File: config.mk
export PLATFORM = sky130hd
export DESIGN_NAME = flash_id_mapper
export DESIGN_NICKNAME = d
export VERILOG_FILES = /design/src/rtl/fid_pkg.sv /design/src/rtl/fid_bus_seq.sv /design/src/rtl/fid_classify.sv /design/src/rtl/fid_sector_walk.sv /design/src/rtl/flash_id_mapper.sv
export SDC_FILE = /design/constraint.sdc
export NUM_CORES = 1
export LEC_CHECK = 0
export ABC_AREA = 1
export BUFFER_PORTS_ARGS = -buffer_cell sky130_fd_sc_hd__buf_2
export CORE_AREA = 4 4 101 103
export DETAILED_ROUTE_END_ITERATION = 10
export DIE_AREA = 0 0 105 107
export PLACE_DENSITY = 0.79
export SKIP_CTS_REPAIR_TIMING = 1
export SYNTH_ARGS = -nofsm -noshare
export SYNTH_HDL_FRONTEND = slang
export SYNTH_SLANG_ARGS = --single-unit
File: constraint.sdc
create_clock -name clk -period 4.8 [get_ports clk]
set_input_delay 0.96 -clock clk [delete_from_list [all_inputs] [get_ports clk]]
set_output_delay 0.96 -clock clk [all_outputs]
set_load 0.02 [all_outputs]
File: src/rtl/fid_pkg.sv
package fid_pkg;

  localparam int STEP_W    = 4;
  localparam int STEP_LAST = 8;

  typedef enum logic [2:0] {
    ST_IDLE  = 3'd0,
    ST_SEQ   = 3'd1,
    ST_CLASS = 3'd2,
    ST_WALK  = 3'd3,
    ST_FIN   = 3'd4
  } fid_state_e;

  // Steps 3..5 are the identification reads, all others are writes.
  function automatic logic step_is_read(input logic [STEP_W-1:0] s);
    return (s == 4'd3) || (s == 4'd4) || (s == 4'd5);
  endfunction

  function automatic logic [11:0] step_addr(input logic [STEP_W-1:0] s);
    case (s)
      4'd1, 4'd7: return 12'hAAA;
      4'd3:       return 12'h000;
      4'd4:       return 12'h001;
      4'd5:       return 12'h003;
      default:    return 12'h555;
    endcase
  endfunction

  function automatic logic [7:0] step_data(input logic [STEP_W-1:0] s);
    case (s)
      4'd0, 4'd6: return 8'hAA;
      4'd1, 4'd7: return 8'h55;
      4'd2:       return 8'h90;
      4'd8:       return 8'hF0;
      default:    return 8'h00;
    endcase
  endfunction

  // Which code register a read step fills: 0 vendor, 1 device, 2 extended.
  function automatic logic [1:0] read_slot(input logic [STEP_W-1:0] s);
    logic [STEP_W-1:0] d;
    d = s - 4'd3;
    return d[1:0];
  endfunction

  // Size in KB of sector idx for the selected organization.
  function automatic int unsigned sector_kb(input logic pick_b, input int unsigned idx,
                                            input int unsigned n_small, input int unsigned n_mid,
                                            input int unsigned small_kb, input int unsigned mid_kb,
                                            input int unsigned big_kb);
    if (idx < n_small)                   return small_kb;
    if (!pick_b && idx < n_small + n_mid) return mid_kb;
    return big_kb;
  endfunction

endpackage

File: src/rtl/fid_bus_seq.sv
module fid_bus_seq
  import fid_pkg::*;
#(
  parameter int FB_AW = 20,
  parameter int DW    = 16
) (
  input  logic             clk,
  input  logic             rst_n,
  input  logic             go,
  input  logic             fb_ack,
  input  logic [DW-1:0]    fb_rdata,
  output logic             fb_wr,
  output logic             fb_rd,
  output logic [FB_AW-1:0] fb_addr,
  output logic [DW-1:0]    fb_wdata,
  output logic             seq_done,
  output logic [DW-1:0]    code_manuf,
  output logic [DW-1:0]    code_dev,
  output logic [DW-1:0]    code_ext
);

  localparam int NCODES = 3;

  logic              active_q;
  logic [STEP_W-1:0] step_q;
  logic              cur_rd;
  logic              acc_done;
  logic [DW-1:0]     code_q [NCODES];

  assign cur_rd   = step_is_read(step_q);
  assign fb_wr    = active_q & ~cur_rd;
  assign fb_rd    = active_q & cur_rd;
  assign fb_addr  = FB_AW'(step_addr(step_q));
  assign fb_wdata = DW'(step_data(step_q));
  assign acc_done = active_q & fb_ack;
  assign seq_done = acc_done && (step_q == STEP_W'(STEP_LAST));

  always_ff @(posedge clk or negedge rst_n) begin
    if (!rst_n) begin
      active_q <= 1'b0;
      step_q   <= '0;
    end else if (go) begin
      active_q <= 1'b1;
      step_q   <= '0;
    end else if (acc_done) begin
      if (step_q == STEP_W'(STEP_LAST)) active_q <= 1'b0;
      else                              step_q   <= step_q + 1'b1;
    end
  end

  for (genvar g = 0; g < NCODES; g++) begin : g_code
    always_ff @(posedge clk or negedge rst_n) begin
      if (!rst_n)
        code_q[g] <= '0;
      else if (acc_done && cur_rd && read_slot(step_q) == 2'(g))
        code_q[g] <= fb_rdata;
    end
  end

  assign code_manuf = code_q[0];
  assign code_dev   = code_q[1];
  assign code_ext   = code_q[2];

  // never a write and a read at once
  a_r4_one_strobe: assert property (@(posedge clk) disable iff (!rst_n)
    !(fb_wr && fb_rd));

  // a pending access keeps its strobe, address and data until ready
  a_r4_hold_until_ack: assert property (@(posedge clk) disable iff (!rst_n)
    ((fb_wr || fb_rd) && !fb_ack && !go) |=>
      ((fb_wr || fb_rd) && $stable(fb_addr) && $stable(fb_wdata) && $stable(fb_wr)));

  // reads only ever target the low identification words
  a_r2_read_window: assert property (@(posedge clk) disable iff (!rst_n)
    fb_rd |-> (fb_addr < FB_AW'(4)));

endmodule

File: src/rtl/fid_classify.sv
module fid_classify #(
  parameter int          DW        = 16,
  parameter int          CNT_W     = 6,
  parameter logic [15:0] VENDOR_ID = 16'h001F,
  parameter logic [15:0] DEV_B_ID  = 16'h00C0,
  parameter logic [15:0] EXT_B_ID  = 16'h00C8,
  parameter int          CNT_A     = 40,
  parameter int          CNT_B     = 39
) (
  input  logic [DW-1:0]    code_manuf,
  input  logic [DW-1:0]    code_dev,
  input  logic [DW-1:0]    code_ext,
  output logic             vendor_ok,
  output logic             pick_b,
  output logic [CNT_W-1:0] count
);

  assign vendor_ok = (code_manuf == DW'(VENDOR_ID));
  assign pick_b    = (code_dev == DW'(DEV_B_ID)) && (code_ext == DW'(EXT_B_ID));

  always_comb begin
    if (!vendor_ok)  count = '0;
    else if (pick_b) count = CNT_W'(CNT_B);
    else             count = CNT_W'(CNT_A);
  end

endmodule

File: src/rtl/fid_sector_walk.sv
module fid_sector_walk
  import fid_pkg::*;
#(
  parameter int              ADDR_W    = 32,
  parameter logic [ADDR_W-1:0] BANK_BASE = 32'h0100_0000,
  parameter int              CNT_W     = 6,
  parameter int              N_SMALL   = 8,
  parameter int              N_MID_A   = 2,
  parameter int              SMALL_KB  = 8,
  parameter int              MID_KB    = 32,
  parameter int              BIG_KB    = 64
) (
  input  logic              clk,
  input  logic              rst_n,
  input  logic              go,
  input  logic              pick_b,
  input  logic [CNT_W-1:0]  count,
  output logic              sec_valid,
  output logic [CNT_W-1:0]  sec_idx,
  output logic [ADDR_W-1:0] sec_addr,
  output logic              sec_last
);

  logic              active_q;
  logic [CNT_W-1:0]  idx_q;
  logic [ADDR_W-1:0] addr_q;
  logic [ADDR_W-1:0] step_bytes;

  assign step_bytes = ADDR_W'(sector_kb(pick_b, int'(idx_q), N_SMALL, N_MID_A,
                                        SMALL_KB, MID_KB, BIG_KB)) << 10;

  assign sec_valid = active_q;
  assign sec_idx   = idx_q;
  assign sec_addr  = addr_q;
  assign sec_last  = active_q && (idx_q == count - 1'b1);

  always_ff @(posedge clk or negedge rst_n) begin
    if (!rst_n) begin
      active_q <= 1'b0;
      idx_q    <= '0;
      addr_q   <= '0;
    end else if (go) begin
      active_q <= 1'b1;
      idx_q    <= '0;
      addr_q   <= BANK_BASE;
    end else if (active_q) begin
      if (sec_last) active_q <= 1'b0;
      idx_q  <= idx_q + 1'b1;
      addr_q <= addr_q + step_bytes;
    end
  end

  // the stream advances by one index per cycle without gaps
  a_r8_index_step: assert property (@(posedge clk) disable iff (!rst_n)
    (sec_valid && !sec_last) |=> (sec_valid && sec_idx == $past(sec_idx) + 1'b1));

  // start addresses strictly rise through the bank
  a_r6_addr_rises: assert property (@(posedge clk) disable iff (!rst_n)
    (sec_valid && !sec_last) |=> (sec_addr > $past(sec_addr)));

  // the first entry after a launch is index 0 at the bank base
  a_r8_first_entry: assert property (@(posedge clk) disable iff (!rst_n)
    $rose(sec_valid) |-> (sec_idx == '0 && sec_addr == BANK_BASE));

endmodule

File: src/rtl/flash_id_mapper.sv
module flash_id_mapper
  import fid_pkg::*;
#(
  parameter int                ADDR_W    = 32,
  parameter logic [ADDR_W-1:0] BANK_BASE = 32'h0100_0000,
  parameter int                FB_AW     = 20,
  parameter int                DW        = 16,
  parameter logic [15:0]       VENDOR_ID = 16'h001F,
  parameter logic [15:0]       DEV_B_ID  = 16'h00C0,
  parameter logic [15:0]       EXT_B_ID  = 16'h00C8,
  parameter int                N_SMALL   = 8,
  parameter int                N_MID_A   = 2,
  parameter int                N_BIG_A   = 30,
  parameter int                N_BIG_B   = 31,
  parameter int                SMALL_KB  = 8,
  parameter int                MID_KB    = 32,
  parameter int                BIG_KB    = 64,
  localparam int               CNT_A     = N_SMALL + N_MID_A + N_BIG_A,
  localparam int               CNT_B     = N_SMALL + N_BIG_B,
  localparam int               CNT_MAX   = (CNT_A > CNT_B) ? CNT_A : CNT_B,
  localparam int               CNT_W     = $clog2(CNT_MAX + 1)
) (
  input  logic              clk,
  input  logic              rst_n,
  input  logic              start,
  output logic              fb_wr,
  output logic              fb_rd,
  output logic [FB_AW-1:0]  fb_addr,
  output logic [DW-1:0]     fb_wdata,
  input  logic [DW-1:0]     fb_rdata,
  input  logic              fb_ack,
  output logic              busy,
  output logic              done,
  output logic              unknown_vendor,
  output logic              org_b,
  output logic [CNT_W-1:0]  sector_count,
  output logic              sec_valid,
  output logic [CNT_W-1:0]  sec_idx,
  output logic [ADDR_W-1:0] sec_addr,
  output logic              sec_last
);

  fid_state_e        st_q;
  logic              go_seq;
  logic              seq_done;
  logic              go_walk;
  logic [DW-1:0]     code_manuf, code_dev, code_ext;
  logic              vendor_ok, pick_b;
  logic [CNT_W-1:0]  count_c;
  logic              org_b_q, unknown_q;
  logic [CNT_W-1:0]  count_q;

  assign go_seq  = start && (st_q == ST_IDLE);
  assign go_walk = (st_q == ST_CLASS) && vendor_ok;

  fid_bus_seq #(.FB_AW(FB_AW), .DW(DW)) u_seq (
    .clk(clk), .rst_n(rst_n), .go(go_seq),
    .fb_ack(fb_ack), .fb_rdata(fb_rdata),
    .fb_wr(fb_wr), .fb_rd(fb_rd), .fb_addr(fb_addr), .fb_wdata(fb_wdata),
    .seq_done(seq_done),
    .code_manuf(code_manuf), .code_dev(code_dev), .code_ext(code_ext)
  );

  fid_classify #(
    .DW(DW), .CNT_W(CNT_W), .VENDOR_ID(VENDOR_ID), .DEV_B_ID(DEV_B_ID),
    .EXT_B_ID(EXT_B_ID), .CNT_A(CNT_A), .CNT_B(CNT_B)
  ) u_cls (
    .code_manuf(code_manuf), .code_dev(code_dev), .code_ext(code_ext),
    .vendor_ok(vendor_ok), .pick_b(pick_b), .count(count_c)
  );

  fid_sector_walk #(
    .ADDR_W(ADDR_W), .BANK_BASE(BANK_BASE), .CNT_W(CNT_W),
    .N_SMALL(N_SMALL), .N_MID_A(N_MID_A),
    .SMALL_KB(SMALL_KB), .MID_KB(MID_KB), .BIG_KB(BIG_KB)
  ) u_walk (
    .clk(clk), .rst_n(rst_n), .go(go_walk),
    .pick_b(org_b_q), .count(count_q),
    .sec_valid(sec_valid), .sec_idx(sec_idx), .sec_addr(sec_addr), .sec_last(sec_last)
  );

  always_ff @(posedge clk or negedge rst_n) begin
    if (!rst_n) begin
      st_q      <= ST_IDLE;
      org_b_q   <= 1'b0;
      unknown_q <= 1'b0;
      count_q   <= '0;
    end else begin
      case (st_q)
        ST_IDLE:  if (go_seq)   st_q <= ST_SEQ;
        ST_SEQ:   if (seq_done) st_q <= ST_CLASS;
        ST_CLASS: begin
          org_b_q   <= vendor_ok && pick_b;
          unknown_q <= !vendor_ok;
          count_q   <= count_c;
          st_q      <= vendor_ok ? ST_WALK : ST_FIN;
        end
        ST_WALK:  if (sec_last) st_q <= ST_FIN;
        default:  st_q <= ST_IDLE;
      endcase
    end
  end

  assign busy           = (st_q != ST_IDLE);
  assign done           = (st_q == ST_FIN);
  assign org_b          = org_b_q;
  assign unknown_vendor = unknown_q;
  assign sector_count   = count_q;

  // an unknown part never produces a stream entry
  a_r10_silent: assert property (@(posedge clk) disable iff (!rst_n)
    unknown_vendor |-> !sec_valid);

  // results hold while idle and no start arrives
  a_r9_hold: assert property (@(posedge clk) disable iff (!rst_n)
    (!busy && !start) |=> ($stable(org_b) && $stable(sector_count) && $stable(unknown_vendor)));

  // done lasts one cycle and returns the block to idle
  a_r11_done_pulse: assert property (@(posedge clk) disable iff (!rst_n)
    done |=> (!done && !busy));

  // the final entry carries the reported count minus one
  a_r6_last_index: assert property (@(posedge clk) disable iff (!rst_n)
    sec_last |-> (sec_idx == sector_count - 1'b1));

  // no bus activity outside the command phase
  a_r4_bus_quiet: assert property (@(posedge clk) disable iff (!rst_n)
    (st_q != ST_SEQ) |-> !(fb_wr || fb_rd));

endmodule

==> results.sh <==
export IMPL_status="finished, final reports clean"
export IMPL_clkLatencyLatePin_ns=0.37
export IMPL_final_net_count=708
export IMPL_io_pin_count=108
export IMPL_route_vias_total=4042
export IMPL_tritoncts_clock_tree="done"
export IMPL_cts_made_buffers=9
export IMPL_die_ht_um=107
export IMPL_core_area_um2=9196
export IMPL_layout_cells_non_filler=792
export IMPL_fp_dieArea_um2=11240
export IMPL_hpwlAfterDp_um=7330
export IMPL_min_from="u_seq.code_ext[2]"
export IMPL_powerDensity_nw_per_um2=472.9
export IMPL_cap_violations=0
export IMPL_final_layout_size_suffix_gt1_share_pct=24.08
export IMPL_timing_hold_violations_final=0
export IMPL_fin_crit_ns=2.992
export IMPL_cts_sinks=86
export IMPL_synth_area_um2=4989
export IMPL_yosys_register_bits=86
export IMPL_antenna_left=0
export IMPL_critical_path_reg2reg_endpoint="u_walk.sec_addr[25]"
export IMPL_finalSetupViolCount=0
export IMPL_post_synth_cell_area_avg_um2=8.098
export IMPL_starting_utilization_of_the_core_area_pct=54.24
export IMPL_hold_depth=2
export IMPL_criticalPathCategory="reg -> out"
export IMPL_fin_worst_skew_ns=0.01041
export IMPL_detail_route_drc_violations=0
export IMPL_cts_max_path_buffers=2
export IMPL_worst_r2r_cell_count=12
export IMPL_worst_slew_margin_rel_pct=22.21
export IMPL_layout_filler_cells=855
export IMPL_post_synth_num_cell_types=30
export IMPL_clockRootBuffer="sky130_fd_sc_hd__clkbuf_8"
export IMPL_die_w_um=105
export IMPL_max_freq_mhz=334.3
export IMPL_hold_path_class="reg -> reg"
export IMPL_antenna_found_initial=0
export IMPL_worst_ep_required_time_ns=3.84
export IMPL_netlist_instances=616
export IMPL_post_drt_via_cell_ratio=5.104
export IMPL_worst_setup_path_end_kind="output pin"
export IMPL_yosysWarnings=0
export IMPL_cellLeakagePower_uw=0.002949
export IMPL_initial_drt_pass_iterations=5
export IMPL_worst_slew_pin_transition_ns=1.164
export IMPL_area_growth_syn_to_layout_pct=7.625
export IMPL_detail_route_wl_per_cell_um=12.55
export IMPL_worstPathMaxFanout=5
export IMPL_hold_path_endpoint="u_seq.code_ext[2]"
export IMPL_port_buffers=77
export IMPL_fin_total_pwr_uw=2539
export IMPL_timing_critical_path_arrival_ns=2.03
export IMPL_iteration_0_drc_markers=151
export IMPL_final_wirelength_um=9939
export IMPL_crit_path_start_kind="register"
export IMPL_first_global_vias=3826
export IMPL_place_gp_congestion=0.9088
export IMPL_globalRouteTotalUtil_pct=18.24
export IMPL_grt_ovfl_total=0
export IMPL_grt_first_pass_wirelength_um=16920
export IMPL_drv_slew=0
export IMPL_dp_cells=776
export IMPL_fp_row_count=35
export IMPL_setup_reg_to_reg_worst_slack_ns=2.52
export IMPL_irDropWorstVdd_uv=311.7
export IMPL_final_setup_tns_ns=0
export IMPL_unrepaired_setup_endpoints_after_global_routing="no"
export IMPL_worst_setup_hold_path_clk_slew_ns=0.10
export IMPL_cts_htree_levels=3
export IMPL_seq_area_frac_synth_pct=43.14
export IMPL_insertedDiodeCount=0
export IMPL_grt_max_degree=87
export IMPL_regToRegStartpoint="u_walk.sec_idx[3]"
export IMPL_post_route_fraction_of_the_period_consumed_by_the_critical_path_pct=62.33
## cell type report
type	instances	area, um^2	share of cell area (%)
tap	111	138.9	2.587
clock inverter	7	68.82	1.282
multi-input combinational	425	2208	41.13
timing repair buffer	77	387.9	7.224
sequential	86	2152	40.08
clock buffer	9	123.9	2.307
inverter	77	289.0	5.383
## layout by cell type, fill, tap and decap left out, types with 15 or more instances in the layout
master / instances
sky130_fd_sc_hd__dfrtp_1: 86
sky130_fd_sc_hd__nor2_1: 71
sky130_fd_sc_hd__inv_1: 76
sky130_fd_sc_hd__a21oi_1: 15
sky130_fd_sc_hd__nand3_1: 35
sky130_fd_sc_hd__conb_1: 30
sky130_fd_sc_hd__o21ai_0: 16
sky130_fd_sc_hd__nand2_1: 142
sky130_fd_sc_hd__buf_2: 76
sky130_fd_sc_hd__o21ai_2: 49
## cell families after synthesis
logic type | share of synthesized area, %
DFF | 43.14
and+or+nand+nor | 25.76
other | 0.07517
buffers and inverters | 14.77
AOI/OAI and AO/OA | 12.89
xor gates and xnor gates | 0.3512
adders and majority gates | 3.010
## cells in the mapped netlist (all sizes together)
cell type  instances  share of area [%]
o21ai             67                 10
nand4              9                1.1
conb               1              0.075
nor3              10                1.0
o22ai              3               0.38
nor2              74                5.8
ha                12                3.0
or2                1               0.13
nand3b             3               0.45
inv               77                5.8
nand2            156                 13
xor2               2               0.35
nand3             38                4.6
o211ai             3               0.45
a21oi             15                1.5
clkbuf             1              0.075
dfrtp             86                 43
and2               1               0.13
buf               56                8.9
o21a               1               0.15
## worst max-delay path: stages (launching register included)
cell	delay, ns
sky130_fd_sc_hd__dfrtp_1	0.44
sky130_fd_sc_hd__inv_1	0.12
sky130_fd_sc_hd__ha_1	0.29
sky130_fd_sc_hd__o21ai_2	0.25
sky130_fd_sc_hd__nand2_4	0.13
sky130_fd_sc_hd__nor2_1	0.22
sky130_fd_sc_hd__buf_2	0.21
## routing by layer
metal	up-vias	global-route usage, %	wire length [um]
met2	115	31.67	4973
met5	-	0	0
met3	13	4.816	574
met4	0	6.092	140
met1	1901	22.04	4251
li1	2013	-	-
## where the power goes
group	total, uW	leakage [uW]	internal (uW)	switching [uW]
clock network	505	0.000101	205	300
logic	971	0.00173	344	626
registers	1060	0.00112	926	138
total	2540	0.00295	1480	1060
## stage by stage
stage	util [%]	instance area, um^2	hold slack (ns)	setup slack [ns]
2_1_floorplan	-	5097	0.4460	1.873
3_3_place_gp	56.29	5176	0.4571	2.277
3_5_place_dp	56.29	5176	0.4607	2.166
4_1_cts	58.38	5369	0.4846	1.769
5_1_grt	58.38	5369	0.5094	1.599
6_report	58.38	5369	0.4823	1.808
## how the worst max path moves through the flow
stage                  end  slack (ns)       startpoint  cells after the start
3_5_place_dp    fb_addr[6]        2.17  u_seq.step_q[0]                      6
5_1_grt         fb_addr[2]        1.60  u_seq.step_q[0]                      6
6_report        fb_addr[6]        1.81  u_seq.step_q[0]                      6
4_1_cts         fb_addr[6]        1.77  u_seq.step_q[0]                      6
2_1_floorplan  fb_addr[10]        1.87  u_seq.step_q[1]                      6
3_3_place_gp    fb_addr[8]        2.28  u_seq.step_q[0]                      6
## sequential cells by signal, summed over array words and instances, names as in the netlist
name              flops
org_b                 1
sector_count          2
st_q                  3
u_seq.active_q        1
u_seq.code_dev       16
u_seq.code_ext       16
u_seq.code_manuf     16
u_seq.step_q          4
u_walk.sec_addr      19
u_walk.sec_idx        6
u_walk.sec_valid      1
unknown_vendor        1
No activity file was read; power rests on OpenSTA's default activity.
